**src/rtl/hop_nco_bank.sv**
```systemverilog
module hop_nco_bank #(
  parameter int PHASE_W = 32,
  parameter int OUT_W   = 16
) (
  input  logic               clk,
  input  logic               rst_n,
  input  logic               in_valid,
  input  logic               freq_wr_en,
  input  logic [1:0]         freq_wr_idx,
  input  logic [PHASE_W-1:0] freq_wr_data,
  input  logic               src_pin,
  input  logic [1:0]         reg_sel,
  input  logic [1:0]         map_b0,
  input  logic [1:0]         map_b1,
  input  logic [3:0]         gpio_in,
  output logic [OUT_W-1:0]   phase_out,
  output logic               phase_valid,
  output logic               invalid_sel
);
  localparam int NCO_N = 3;

  logic [PHASE_W-1:0] acc  [NCO_N];
  logic [PHASE_W-1:0] freq [NCO_N];
  logic [3:0]         pin_s1, pin_s2;
  logic [1:0]         sel_q;

  function automatic logic [1:0] pin_index(input logic [1:0] m);
    case (m)
      2'd0:    pin_index = 2'd3;
      2'd1:    pin_index = 2'd0;
      2'd2:    pin_index = 2'd2;
      default: pin_index = 2'd1;
    endcase
  endfunction

  wire [1:0] pin_code = {pin_s2[pin_index(map_b1)], pin_s2[pin_index(map_b0)]};
  wire [1:0] sel_code = src_pin ? pin_code : reg_sel;
  wire       sel_bad  = (sel_code == 2'd3);
  wire [1:0] sel_eff  = sel_bad ? sel_q : sel_code;

  always_ff @(posedge clk) begin
    if (!rst_n) begin
      pin_s1 <= '0;
      pin_s2 <= '0;
    end else begin
      pin_s1 <= gpio_in;
      pin_s2 <= pin_s1;
    end
  end

  always_ff @(posedge clk) begin
    if (!rst_n) begin
      for (int i = 0; i < NCO_N; i++) begin
        acc[i]  <= '0;
        freq[i] <= '0;
      end
    end else begin
      for (int i = 0; i < NCO_N; i++)
        if (in_valid) acc[i] <= acc[i] + freq[i];
      if (freq_wr_en && freq_wr_idx != 2'd3)
        freq[freq_wr_idx] <= freq_wr_data;
    end
  end

  always_ff @(posedge clk) begin
    if (!rst_n) begin
      sel_q       <= 2'd0;
      phase_out   <= '0;
      phase_valid <= 1'b0;
      invalid_sel <= 1'b0;
    end else begin
      phase_valid <= in_valid;
      if (in_valid) begin
        sel_q     <= sel_eff;
        phase_out <= acc[sel_eff][PHASE_W-1 -: OUT_W];
        if (sel_bad) invalid_sel <= 1'b1;
      end
    end
  end
endmodule


```
**config.mk**
```make
export PLATFORM = sky130hd
export DESIGN_NAME = hop_nco_bank
export DESIGN_NICKNAME = d
export VERILOG_FILES = /design/src/rtl/hop_nco_bank.sv
export SDC_FILE = /design/constraint.sdc
export NUM_CORES = 1
export LEC_CHECK = 0
export ABC_AREA = 1
export BUFFER_PORTS_ARGS = -buffer_cell sky130_fd_sc_hd__buf_2
export CORE_ASPECT_RATIO = 0.9
export CORE_MARGIN = 3
export CORE_UTILIZATION = 63
export CTS_CLUSTER_DIAMETER = 80
export DETAILED_ROUTE_END_ITERATION = 8
export PLACE_DENSITY = 0.81
export SYNTH_ARGS = -nofsm -noshare
export SYNTH_HDL_FRONTEND = slang
export SYNTH_SLANG_ARGS = --single-unit
```
**constraint.sdc**
```tcl
create_clock -name clk -period 3.3 [get_ports clk]
set_clock_uncertainty 0.2 [all_clocks]
set_input_delay 0.33 -clock clk [delete_from_list [all_inputs] [get_ports clk]]
set_output_delay 0.33 -clock clk [all_outputs]
set_load 0.03 [all_outputs]
```
==> impl_metrics.toml <==
[drt]
wirelength_mm = 47.5
drcViolationCount = 0
drtPass1Iterations = 6
wl_per_cell_um = 17.8
ant_nets = 0
vias = 14900
viasPerCell = 5.57
drtIter0Drc = 1974

[synthesis]
async_flop_share = 0
yosysSeqAreaShare = 0.402
yosysMostFrequentCell = "nand2_1"
synth_edf_count = 192
netlist.area_leader.share = 0.366
synth_area_um2 = 15700
yosys_warnings = 0
ys_ff_latch = 220
synth_fp_nets = 2361
ys.flop_type = "edfxtp_1"
netlist_top_cells_count = "710 x nand2_1, 420 x inv_1, 263 x nor2_1, 192 x edfxtp_1, 136 x nand3_1"
synth_top_cell_by_area = "edfxtp_1"
synth_area_leaders = "edfxtp_1 37%, nand2_1 17%, inv_1 10%"
postSynthAreaPerCell_um2 = 7.11
syn_inst = 2212
synth_cell_types = 35

[clock_network]
clk_pin_slew_worst_paths_ns = 0.06
cts_buffer_depth = 3
cts_tree = "yes"
cts.sinks = 220
cts_buffers = 24
cts_resized = 0
clock_latency_ns = 0.53
htreeDepth = 1
root_buffer = "clkbuf_16"
post-cts-setup-buffers = 0

[floorplan]
core_area_um2 = 24400
fp.dieH_um = 156
start_util = 0.645
io_pins = 67
die_x_um = 173
rows = 54
die_area_um2 = 26900

[critical_path]
worstPathMaxFanout = 6
crit_required_ns = 3.37
critPathLaunchType = "register"
cp.arrival_ns = 2.54
endpoint_kind = "register"
critPathKind = "reg2reg"
reg2reg_setup_slack_ns = 0.83

[timing]
fin_crit_sh = 0.749
maxSlewViolCount = 0
max_slew_margin = 0.515
timing.fmax_mhz = 405
final-setup-viol-count = 0
timing.final.hold_violations = 0
post-route-min-period_ns = 2.47
worstMarginPinSlew_ns = 0.727
fin_setup_tns_ns = 0
grt_setup_unrepaired = "false"

[cells_and_area]
fin_area_um2 = 17500
layout-drive-gt1-share = 0.0964
syn_to_final_growth_pct = 11.3
antenna_cells = 0
final_nets = 2466
fill_cells = 2004

[grt]
grt_pass1_vias = 14000
gr-total-overflow = 0
grt_antenna_before_repair = 0
grt_pass1_wl_mm = 74.5
grt_usage = 0.350
grt_start_max_net_pins = 50

[placement]
place_hpwl_mm = 36.0
place_area_um2 = 16400
routabilityCongestion = 1.03
port_buffers = 66

[min_path]
hold_path_class = "in2reg"

[pwr]
leakage_nw = 9.24
power_density_nw_per_um2 = 500
irDropWorstVdd_mv = 0.451

[run_status]
outcome = "completed"

[run]
drv_cap = 0
==> where the power goes <==
group | internal, W | switching [W]
Combinational | 0.000771 | 0.00176
Clock | 0.00162 | 0.00113
Sequential | 0.00331 | 0.000159
==> flip-flops by register name (all words and copies together) (netlist names) <==
| register | cells |
|---|---|
| pin_s2 | 4 |
| pin_s1 | 4 |
| phase_out | 16 |
| phase_valid | 1 |
| acc | 96 |
| invalid_sel | 1 |
| sel_q | 2 |
| freq | 96 |
==> worst max-delay path, stage by stage, from the launching register on <==
cell	delay [ns]
edfxtp_1	0.37
ha_1	0.26
fa_1	0.44
nand3_1	0.13
nand3_2	0.15
nand2_1	0.10
nand2_1	0.09
nand2_1	0.10
nand2_2	0.08
nand2_1	0.10
nand3_1	0.10
nand2_1	0.08
nor2_1	0.04
==> cell usage in the layout, fill, tap and decap left out, types with 14 or more instances in the layout <==
cell and count:
a21oi_1 119, nand2_2 35, clkbuf_16 25, o21ai_0 40
dfxtp_1 28, inv_1 418, nand3_2 14, and2_1 14
nand2_1 710, nor2_1 263, dlygate4sd3_1 28, nand3_1 136
nor2_2 25, buf_2 66, nor3_2 16, ha_1 97
edfxtp_1 192
==> cells by family after synthesis <==
group                      count (synthesis)  synth area share
AOI/OAI and AO/OA                        173            0.0569
xor gates and xnor gates                   6           0.00334
adders and majority gates                100            0.0810
buffers and inverters                    461             0.114
DFF                                      220             0.402
and+or+nand+nor                         1252             0.343
==> metal layers <==
layer  part of all wire  GRT usage
met3               0.11     0.0620
met2               0.43      0.548
met4              0.045      0.142
met5                  0          0
met1               0.41      0.488
==> final timing paths <==
kind,startpoint,endpoint,cells after the start
max reg2reg,freq[1][0],acc[1][30],12
min reg2reg,pin_s1[2],pin_s2[2],2
min,freq_wr_data[9],freq[2][9],3
max,freq[1][0],acc[1][30],12
==> what timing repair did <==
action                                  4_1_cts  5_1_grt
endpoints found under the setup margin        0        0
hold buffers                                 28        0
hold endpoints to repair                     54        0
==> metrics by stage <==
stage / std cells / util / power (W) / setup WS (ns) / hold slack [ns]
after floorplan: 2212 / - / 0.00523 / 0.286 / 0.190
after global placement: 2599 / 0.674 / 0.00588 / 0.919 / 0.193
after detailed placement: 2599 / 0.674 / 0.00593 / 0.864 / 0.201
after CTS: 2670 / 0.718 / 0.00869 / 0.850 / 0.00149
after global routing: 2670 / 0.718 / 0.00918 / 0.680 / 0.0252
final: 2670 / 0.718 / 0.00875 / 0.830 / 0.0242
==> final cells by class <==
cell class	count	area, µm²	share of cell area
multi-input cells	1531	7610	0.435
flip-flops and latches	220	6330	0.361
inverters	432	1620	0.0928
repair buffers	108	741	0.0423
clock buffers	30	644	0.0368
well taps	336	420	0.0240
clock inverters	13	144	0.00822
No activity file was read; power rests on OpenSTA's default activity.
